[src/rtl/cache_dir_pkg.sv]
package cache_dir_pkg;
  typedef enum logic [1:0] {
    OUT_HIT         = 2'd0,
    OUT_FILL        = 2'd1,
    OUT_EVICT       = 2'd2,
    OUT_EVICT_DIRTY = 2'd3
  } outcome_e;
endpackage

[src/rtl/cd_tag_match.sv]
module cd_tag_match #(
  parameter int WAYS  = 4,
  parameter int TAG_W = 8,
  localparam int WAY_W = (WAYS > 1) ? $clog2(WAYS) : 1
) (
  input  logic [WAYS-1:0][TAG_W-1:0] tags_i,
  input  logic [WAYS-1:0]            valid_i,
  input  logic [TAG_W-1:0]           tag_i,
  output logic [WAYS-1:0]            hit_vec_o,
  output logic                       hit_o,
  output logic [WAY_W-1:0]           hit_way_o,
  output logic                       all_valid_o,
  output logic [WAY_W-1:0]           free_way_o
);
  for (genvar w = 0; w < WAYS; w++) begin : g_cmp
    assign hit_vec_o[w] = valid_i[w] && (tags_i[w] == tag_i);
  end

  assign hit_o       = |hit_vec_o;
  assign all_valid_o = &valid_i;

  // downward scan: lowest index wins
  always_comb begin
    hit_way_o  = '0;
    free_way_o = '0;
    for (int w = WAYS - 1; w >= 0; w--) begin
      if (hit_vec_o[w]) hit_way_o  = WAY_W'(w);
      if (!valid_i[w])  free_way_o = WAY_W'(w);
    end
  end
endmodule

[src/rtl/cd_plru_update.sv]
module cd_plru_update #(
  parameter int WAYS = 4,
  localparam int WAY_W  = (WAYS > 1) ? $clog2(WAYS) : 1,
  localparam int TREE_W = (WAYS > 1) ? WAYS - 1 : 1
) (
  input  logic [TREE_W-1:0] tree_i,
  input  logic [WAY_W-1:0]  way_i,
  output logic [TREE_W-1:0] tree_o
);
  if (WAYS == 1) begin : g_none
    assign tree_o = tree_i;
  end else begin : g_tree
    localparam int LEVELS = $clog2(WAYS);
    // node at depth d, position p covers ways p*2^(LEVELS-d) ..; on path -> point to other half
    for (genvar d = 0; d < LEVELS; d++) begin : g_lvl
      for (genvar p = 0; p < (1 << d); p++) begin : g_node
        localparam int NODE = (1 << d) - 1 + p;
        logic on_path;
        assign on_path      = (way_i >> (LEVELS - d)) == WAY_W'(p);
        assign tree_o[NODE] = on_path ? ~way_i[LEVELS-d-1] : tree_i[NODE];
      end
    end
  end
endmodule

[src/rtl/cd_plru_victim.sv]
module cd_plru_victim #(
  parameter int WAYS = 4,
  localparam int WAY_W  = (WAYS > 1) ? $clog2(WAYS) : 1,
  localparam int TREE_W = (WAYS > 1) ? WAYS - 1 : 1
) (
  input  logic [TREE_W-1:0] tree_i,
  output logic [WAY_W-1:0]  victim_o
);
  if (WAYS == 1) begin : g_none
    assign victim_o = '0;
  end else begin : g_tree
    localparam int LEVELS = $clog2(WAYS);
    logic [LEVELS:0][WAY_W-1:0] path;
    assign path[0] = '0;
    // each level appends one victim bit, MSB first
    for (genvar d = 0; d < LEVELS; d++) begin : g_lvl
      logic [(1<<d)-1:0] pick;
      for (genvar p = 0; p < (1 << d); p++) begin : g_node
        assign pick[p] = tree_i[(1<<d)-1+p] && ((path[d] >> (LEVELS - d)) == WAY_W'(p));
      end
      assign path[d+1] = path[d] | (WAY_W'(|pick) << (LEVELS - 1 - d));
    end
    assign victim_o = path[LEVELS];
  end
endmodule

[src/rtl/cache_dir.sv]
module cache_dir
  import cache_dir_pkg::*;
#(
  parameter int ADDR_W = 16,
  parameter int TAG_W  = 8,
  parameter int SETS   = 16,
  parameter int WAYS   = 4,
  localparam int WAY_W = (WAYS > 1) ? $clog2(WAYS) : 1
) (
  input  logic              clk_i,
  input  logic              rst_ni,
  input  logic              req_valid_i,
  input  logic [ADDR_W-1:0] req_addr_i,
  input  logic              req_write_i,
  input  logic              flush_i,
  input  logic              inval_i,
  input  logic              plru_clr_i,
  output logic              resp_valid_o,
  output logic [1:0]        resp_code_o,
  output logic [WAY_W-1:0]  resp_way_o
);
  localparam int SET_W  = $clog2(SETS);
  localparam int OFF_W  = ADDR_W - TAG_W - SET_W;
  localparam int TREE_W = (WAYS > 1) ? WAYS - 1 : 1;

  logic [SETS-1:0][WAYS-1:0][TAG_W-1:0] tag_q;
  logic [SETS-1:0][WAYS-1:0]            valid_q, dirty_q;
  logic [SETS-1:0][TREE_W-1:0]          tree_q;

  logic [TAG_W-1:0] req_tag;
  logic [SET_W-1:0] req_set;
  logic             cmd, acc;

  assign req_tag = req_addr_i[ADDR_W-1 -: TAG_W];
  assign req_set = req_addr_i[OFF_W +: SET_W];
  assign cmd     = flush_i | inval_i | plru_clr_i;
  assign acc     = req_valid_i & ~cmd;

  logic [WAYS-1:0]  hit_vec;
  logic             hit, all_valid;
  logic [WAY_W-1:0] hit_way, free_way, victim, sel_way;
  logic [TREE_W-1:0] tree_nxt;
  logic [WAYS-1:0]  set_dirty;
  outcome_e         outcome;

  assign set_dirty = dirty_q[req_set];

  cd_tag_match #(.WAYS(WAYS), .TAG_W(TAG_W)) u_match (
    .tags_i      (tag_q[req_set]),
    .valid_i     (valid_q[req_set]),
    .tag_i       (req_tag),
    .hit_vec_o   (hit_vec),
    .hit_o       (hit),
    .hit_way_o   (hit_way),
    .all_valid_o (all_valid),
    .free_way_o  (free_way)
  );

  cd_plru_victim #(.WAYS(WAYS)) u_victim (
    .tree_i   (tree_q[req_set]),
    .victim_o (victim)
  );

  always_comb begin
    if (hit) begin
      sel_way = hit_way;
      outcome = OUT_HIT;
    end else if (!all_valid) begin
      sel_way = free_way;
      outcome = OUT_FILL;
    end else begin
      sel_way = victim;
      outcome = set_dirty[victim] ? OUT_EVICT_DIRTY : OUT_EVICT;
    end
  end

  cd_plru_update #(.WAYS(WAYS)) u_update (
    .tree_i (tree_q[req_set]),
    .way_i  (sel_way),
    .tree_o (tree_nxt)
  );

  always_ff @(posedge clk_i or negedge rst_ni) begin
    if (!rst_ni) begin
      tag_q        <= '0;
      valid_q      <= '0;
      dirty_q      <= '0;
      tree_q       <= '0;
      resp_valid_o <= 1'b0;
      resp_code_o  <= '0;
      resp_way_o   <= '0;
    end else begin
      resp_valid_o <= acc;
      if (acc) begin
        resp_code_o                <= outcome;
        resp_way_o                 <= sel_way;
        tag_q[req_set][sel_way]    <= req_tag;
        valid_q[req_set][sel_way]  <= 1'b1;
        dirty_q[req_set][sel_way]  <= req_write_i | (hit & set_dirty[sel_way]);
        tree_q[req_set]            <= tree_nxt;
      end
      // commands win over any access (acc is low then)
      if (flush_i)    dirty_q <= '0;
      if (inval_i)    valid_q <= '0;
      if (plru_clr_i) tree_q  <= '0;
    end
  end

  assert_resp_valid_R7: assert property (@(posedge clk_i) disable iff (!rst_ni)
    acc |=> resp_valid_o);
  assert_resp_idle_R7: assert property (@(posedge clk_i) disable iff (!rst_ni)
    !req_valid_i |=> !resp_valid_o);
  assert_cmd_blocks_R11: assert property (@(posedge clk_i) disable iff (!rst_ni)
    (req_valid_i && cmd) |=> !resp_valid_o);
  assert_hit_unique_R2: assert property (@(posedge clk_i) disable iff (!rst_ni)
    req_valid_i |-> $onehot0(hit_vec));
  assert_fill_not_full_R3: assert property (@(posedge clk_i) disable iff (!rst_ni)
    (acc && !hit && !all_valid) |=> resp_code_o == 2'd1);
  assert_flush_dirty_R8: assert property (@(posedge clk_i) disable iff (!rst_ni)
    flush_i |=> dirty_q == '0);
  assert_inval_valid_R9: assert property (@(posedge clk_i) disable iff (!rst_ni)
    inval_i |=> valid_q == '0);
  assert_clr_tree_R10: assert property (@(posedge clk_i) disable iff (!rst_ni)
    plru_clr_i |=> tree_q == '0);
endmodule

[config.mk]
export PLATFORM = sky130hd
export DESIGN_NAME = cache_dir
export DESIGN_NICKNAME = d
export VERILOG_FILES = /design/src/rtl/cache_dir_pkg.sv /design/src/rtl/cd_tag_match.sv /design/src/rtl/cd_plru_update.sv /design/src/rtl/cd_plru_victim.sv /design/src/rtl/cache_dir.sv
export SDC_FILE = /design/constraint.sdc
export NUM_CORES = 1
export LEC_CHECK = 0
export BUFFER_PORTS_ARGS = -buffer_cell sky130_fd_sc_hd__buf_2
export CAP_MARGIN = 5
export CORE_UTILIZATION = 50
export DETAILED_ROUTE_END_ITERATION = 10
export PLACE_DENSITY = 0.65
export SETUP_SLACK_MARGIN = 0.05
export SLEW_MARGIN = 20
export SYNTH_ARGS = -nofsm -noshare
export SYNTH_HDL_FRONTEND = slang
export SYNTH_HIERARCHICAL = 1
export SYNTH_SLANG_ARGS = --single-unit
[constraint.sdc]
create_clock -name clk_i -period 11.9 [get_ports clk_i]
set_input_delay 2.38 -clock clk_i [delete_from_list [all_inputs] [get_ports clk_i]]
set_output_delay 2.38 -clock clk_i [all_outputs]
set_load 0.05 [all_outputs]
* Yosys cells after proc, flatten, opt, wreduce, memory -nomap -nowiden
Index checks and enable logic that the tools add are counted.
Word-level totals: ROM bits 0, latch bits 0, memories kept 0, logic and storage cells 196, bits in registers 693, bits in writable memories 0
Operators by class: divide/modulo/power cells 0, multiply operators 0, eq/ne operators 4, reduce and logical (&&, ||, !) cells 16, magnitude comparators 5, muxes and demuxes 46, bitwise logic cells 10, shifts and indexed selects 0, add/sub/neg operators 0
Operators by type and width (number):
- $bwmux 512 | 1
- $mux 64 | 4
- $bmux 32 s4 | 1
- $demux 32 s4 | 1
- $mux 48 | 2
- $bwmux 64 | 1
- $mux 32 | 2
- $or 64x64->64 | 1
- $bwmux 48 | 1
- $bmux 4 s4 | 2
- $eq 8x8->1 | 4
- $mux 2 | 12
- $demux 4 s4 | 1
- $demux 8 s2 | 1
- $bmux 3 s4 | 1
- $demux 3 s4 | 1
- $mux 4 | 3
- $logic_and 1x1->1 | 8
- $mux 8 | 1
- $lt 2x3->1 const B | 2
- $mux 1 | 6
- $mux 3 | 2
- $reduce_bool 2->1 | 3
- $lt 4x5->1 const B | 1
- 12 further kinds | 19

* Logic depth before layout (Yosys ltp)
depth in word-level cells 18, gate-level depth with buffers 21, gate-level depth less buffers 15

* Hierarchy
The synthesis kept the hierarchy.
By module, submodules not included:
- cache_dir | times used 1, cells an instance 2422, area an instance 31506.5 sq um
- cd_tag_match | times used 1, cells an instance 69, area an instance 569.3 sq um
- cd_plru_update | times used 1, cells an instance 5, area an instance 23.8 sq um
- cd_plru_victim | times used 1, cells an instance 2, area an instance 22.5 sq um

* Worst setup path before layout
No wires, ideal clock.
path kind input to register, start point input port req_addr_i[4], end point register tag_q[336] (netlist name), path slack 5.045 ns, cell stages on the path 19, library setup time 0.125 ns, data required time 11.775 ns, arrival time 6.730 ns, cell sequence buf_2 buf_2 buf_1 mux4_2 mux4_2 xnor2_2 nand3_1 or3_4 clkinv_2 nor2_2 nor3_2 nand2_1 o21a_1 inv_1 nand2_1 clkbuf_1 nor2_1 buf_2 mux2_2
RTL lines:
- start, declared | RTL line cache_dir.sv:13 | input logic [ADDR_W-1:0] req_addr_i,
- $bmux 32 s4 | RTL line cache_dir.sv:49 | .tags_i (tag_q[req_set]),
- $mux 32 (implied by the code) | RTL line cache_dir.sv:49
- $eq 8x8->1 | RTL line cd_tag_match.sv:16 | assign hit_vec_o[w] = valid_i[w] && (tags_i[w] == tag_i);
- $logic_and 1x1->1 (*) | RTL line cd_tag_match.sv:16
- via hit_vec[2] | RTL line cache_dir.sv:39 | logic [WAYS-1:0] hit_vec;
- $mux 2 (*) (3 in a row) | RTL line cd_tag_match.sv:27 | if (hit_vec_o[w]) hit_way_o = WAY_W'(w);
- via hit_way[1] | RTL line cache_dir.sv:41 | logic [WAY_W-1:0] hit_way, free_way, victim, sel_way;
- $mux 2 (*) | RTL line cache_dir.sv:65 | if (hit) begin
- via sel_way[1] | RTL line cache_dir.sv:41
- $lt 2x3->1 (implied by the code) / $ge 2x1->1 (equally long branches) | RTL line cache_dir.sv:97 | tag_q[req_set][sel_way] <= req_tag;
- $logic_and 1x1->1 (implied by the code) | RTL line cache_dir.sv:97
- $mux 8 (implied by the code) | RTL line cache_dir.sv:97
- $demux 8 s2 (*) | RTL line cache_dir.sv:97
- $mux 32 (implied by the code) (*) | RTL line cache_dir.sv:97
- $demux 32 s4 (*) | RTL line cache_dir.sv:97
- $bwmux 512 (*) | RTL line cache_dir.sv:97
- end signal, assigned by index | RTL line cache_dir.sv:97
- end, declared | RTL line cache_dir.sv:26 | logic [SETS-1:0][WAYS-1:0][TAG_W-1:0] tag_q;
Mark *: on every way through the listed nets, which the timed path passes. The rest lies on a longest branch. The select of a mux whose other input is x is not followed. A chain may end at the register's enable or synchronous reset.

* Worst setup path after layout
start point input port req_addr_i[4], end point register tag_q[61] (netlist name)
On the way: cells in the longest elaborated chain, start to end 16
Ends and longest elaborated chain (RTL line):
- $bmux 32 s4 | cache_dir.sv:49
- $mux 32 (implied by the code) | cache_dir.sv:49
- $eq 8x8->1 | cd_tag_match.sv:16
- $logic_and 1x1->1 (*) | cd_tag_match.sv:16
- via hit_vec[3] | cache_dir.sv:39
- $mux 2 (*) (4 in a row) | cd_tag_match.sv:27
- via hit_way[0] | cache_dir.sv:41
- $mux 2 (*) | cache_dir.sv:65
- via sel_way[0] | cache_dir.sv:41
- $lt 2x3->1 (implied by the code) / $ge 2x1->1 (equally long branches) | cache_dir.sv:97
- $logic_and 1x1->1 (implied by the code) | cache_dir.sv:97
- $mux 8 (implied by the code) | cache_dir.sv:97
- $demux 8 s2 (*) | cache_dir.sv:97
- $mux 32 (implied by the code) (*) | cache_dir.sv:97
- $demux 32 s4 (*) | cache_dir.sv:97
- $bwmux 512 (*) | cache_dir.sv:97
Marks and branches as above.

==> impl_metrics.ini <==
[outcome]
status = complete, no violations

[finish]
flow.area_growth_from_synthesis_pct = 10.5
antennaDiodeCount = 0
area.sequential_mm2 = 0.0173
final_cell_mix = sky130_fd_sc_hd__dfrtp_1 (693), sky130_fd_sc_hd__nand2_1 (435), sky130_fd_sc_hd__mux2_2 (404)
fillers = 5063
final_layout_size_suffix_gt1_frac = 0.341
most_common_library_cell_in_the_layout_ignoring_fill_and_taps = sky130_fd_sc_hd__dfrtp_1
multi_input_comb_area_mm2 = 0.0138
nets = 2449

[synth]
sequential_fraction_of_the_synthesis_area = 0.540
number_of_synthesized_flops_with_an_enable_pin = 0
yosys_warn_count = 6
synthesis.instances = 2498
postSynth.asyncResetShare = 1.00
post_synth.cell_area_avg_um2 = 12.9
post_synth_instance_area_mm2 = 0.0321
ys_types = 50
yosys.area.top_type = sky130_fd_sc_hd__dfrtp_1
yosys-top-cells-area = sky130_fd_sc_hd__dfrtp_1 (54%), sky130_fd_sc_hd__mux4_2 (14%), sky130_fd_sc_hd__mux2_2 (14%)
synthFlopType = sky130_fd_sc_hd__dfrtp_1
synth_top_area_frac = 0.540
synth_nets = 2521
ys_ff_latch = 693

[power_and_ir_drop]
p_seq_frac = 0.471
internal-power_w = 0.00395
power.switching_w = 0.00117
clkPwrFrac = 0.477
p_sw_frac = 0.229
power_density_mw_per_mm2 = 144
combPwrFrac = 0.053
static-leakage-power_nw = 16.7
peakVddDrop_uv = 88.3

[worst_hold_path]
timing.hold.worst_path_depth = 2
hold_path.startpoint = tag_q[424]
holdCritPathClass = flop to flop
timing.hold.worst_endpoint = tag_q[424]

[setup_path]
crit_path_end_kind = flop
r2r_setup_slack_ns = 6.54
cp_data_arrival_time_ns = 8.62
worstPathMaxFanout = 75
worst_r2r_path_depth = 12
r2r-end = tag_q[178]
worst_ep_required_time_ns = 12.39
cp-startpoint = req_addr_i[4]
worstSetupStartpointType = input pin
reg2reg_from = tag_q[342]
worstSetupPathType = input pin to flop

[cts]
cts_hold_repair.buffers = 0
cts.path.max_buffers = 3
tritoncts = yes
worst_setup_hold_path_clk_slew_ns = 0.06
cts.sinks = 693
cts_setup_buffers = 0
post_cts.resized_instances = 0
h-tree-depth = 3
numCtsBuffers = 75
skew_pair_late_insertion_delay_ns = 0.64
cts_root_buf = sky130_fd_sc_hd__clkbuf_16

[floorplanning]
start_util = 0.507
dieWidth_um = 255
num_rows = 92
design.die.area_mm2 = 0.0653
floorplan.io_pins = 28
die_height_um = 255
std_cell_core_area_mm2 = 0.0633

[place]
pre_cts_slack_ns = 3.13
routabilityCongestion = 0.873
buffers_on_ports = 23
final_hpwl_from_detailed_placement_mm = 48.4

[route]
vias = 20016
finalWirelength_mm = 79.1
wire_per_inst_um = 23.7
postRouteAntennaNets = 0
drcViolationCount = 0
detail_route.iter0.violations = 1727
detail_route.first_pass.iterations = 7
avgViaCountPerCell = 6.01

[global_route]
grt_start_max_net_pins = 205
antenna_found_initial = 0
first_global_vias = 20820
gr-total-overflow = 0
grt_pass1_wl_mm = 126
grt_usage = 0.249

[timing]
setup_total_negative_slack_ns = 0
maxSlewHeadroom = 0.242
max_slew.worst_pin.slew_ns = 1.13
fin_crit_sh = 0.683
clk_skew_ns = 0.0286
final_period_demand_of_the_worst_path_ns = 8.13
rsz0062_at_grt = false
max_transition_viols_final = 0
max_freq_mhz = 123
worst_slack_ns = 3.77
total_of_endpoints_with_negative_setup_slack_in_the_final_report = 0
finalHoldViolCount = 0

[job]
cap_violations = 0
[power groups by stage]
stage          logic (W)  clock network, W  registers [W]
3_5_place_dp    0.000271                 0        0.00246
4_1_cts         0.000271           0.00249        0.00241
5_1_grt         0.000295           0.00258        0.00242
3_3_place_gp    0.000265                 0        0.00245
2_1_floorplan   0.000165                 0        0.00245
6_report        0.000269           0.00244        0.00241
[synth_stat cells, types with 2 or more instances]
cell,instances
sky130_fd_sc_hd__nand3b_1,2
sky130_fd_sc_hd__a311oi_1,4
sky130_fd_sc_hd__nor2b_1,7
sky130_fd_sc_hd__buf_2,59
sky130_fd_sc_hd__inv_1,6
sky130_fd_sc_hd__xnor2_2,4
sky130_fd_sc_hd__a21oi_1,45
sky130_fd_sc_hd__o211ai_1,2
sky130_fd_sc_hd__nand3_1,26
sky130_fd_sc_hd__mux4_2,206
sky130_fd_sc_hd__buf_4,9
sky130_fd_sc_hd__o21ai_0,3
sky130_fd_sc_hd__mux2_2,404
sky130_fd_sc_hd__nand4_1,5
sky130_fd_sc_hd__xnor2_1,28
sky130_fd_sc_hd__nor2_1,276
sky130_fd_sc_hd__o21bai_1,3
sky130_fd_sc_hd__clkbuf_1,123
sky130_fd_sc_hd__nand2b_1,3
sky130_fd_sc_hd__nand2_2,3
sky130_fd_sc_hd__a211oi_1,60
sky130_fd_sc_hd__a22oi_1,2
sky130_fd_sc_hd__mux2i_1,27
sky130_fd_sc_hd__a2111oi_0,2
sky130_fd_sc_hd__nor3_2,6
sky130_fd_sc_hd__nand2_1,435
sky130_fd_sc_hd__or3_1,2
sky130_fd_sc_hd__nor2_2,3
sky130_fd_sc_hd__buf_1,24
sky130_fd_sc_hd__dfrtp_1,693
sky130_fd_sc_hd__buf_6,7
[per-layer routing]
metal | up-vias | track usage | wire length, um
li1 | 8608 | - | -
met1 | 10733 | 0.352 | 34500
met2 | 549 | 0.402 | 38800
met3 | 126 | 0.0361 | 3710
met4 | 0 | 0.0777 | 2100
met5 | - | 0 | 0
[final cells by class]
cell class              instances  area share
multi-input cells            1575       0.389
repair buffers                 73      0.0179
well taps                     846      0.0298
clock buffers                 115      0.0641
clock inverters                23     0.00980
flip-flops and latches        693       0.488
inverters                       8    0.000881
[through the flow]
stage	utilization	hold slack, ns	total power, W	instance area, um2	instances
2_1_floorplan	-	0.442	0.00262	32100	2498
3_3_place_gp	0.517	0.455	0.00272	32700	3191
3_5_place_dp	0.517	0.463	0.00273	32800	3191
4_1_cts	0.559	0.477	0.00517	35400	3329
5_1_grt	0.561	0.499	0.00529	35500	3333
6_report	0.561	0.474	0.00512	35500	3333
[sequential cells by signal (all words and copies together) (netlist names)]
| signal | cells |
|---|---|
| resp_code_o | 2 |
| tree_q | 48 |
| resp_valid_o | 1 |
| tag_q | 512 |
| dirty_q | 64 |
| resp_way_o | 2 |
| valid_q | 64 |
[worst max path at each step]
stage,cells after the start,to,slack (ns)
final,15,tag_q[61],3.77
after CTS,15,tag_q[24],3.77
after floorplan,19,tag_q[336],5.05
after global placement,14,tag_q[441],3.15
after global routing,15,tag_q[90],3.44
after detailed placement,14,tag_q[24],3.13
[kinds of logic (layout without fill, tap and decap cells)]
kind of cell | Yosys count | after routing | synth area share
and+or+nand+nor | 777 | 777 | 0.0971
AOI/OAI and AO/OA | 128 | 128 | 0.0265
xor gates and xnor gates | 32 | 32 | 0.00966
DFF | 693 | 693 | 0.540
buffers and inverters | 230 | 219 | 0.0319
muxes | 638 | 638 | 0.295
[critical path, cell delays in order]
cell                       delay [ns]
sky130_fd_sc_hd__buf_8           0.58
sky130_fd_sc_hd__buf_4           0.62
sky130_fd_sc_hd__mux4_2          0.62
sky130_fd_sc_hd__mux4_2          0.49
sky130_fd_sc_hd__xnor2_1         0.22
sky130_fd_sc_hd__nand4_1         0.18
sky130_fd_sc_hd__nor3_4          0.34
sky130_fd_sc_hd__a21oi_1         0.13
sky130_fd_sc_hd__nor2_1          0.17
sky130_fd_sc_hd__nand2b_1        0.14
sky130_fd_sc_hd__o21ai_0         0.38
sky130_fd_sc_hd__inv_1           0.36
sky130_fd_sc_hd__nand2_1         0.47
sky130_fd_sc_hd__nor2_1          1.00
sky130_fd_sc_hd__mux2_2          0.42
No activity file was read; power rests on OpenSTA's default activity.
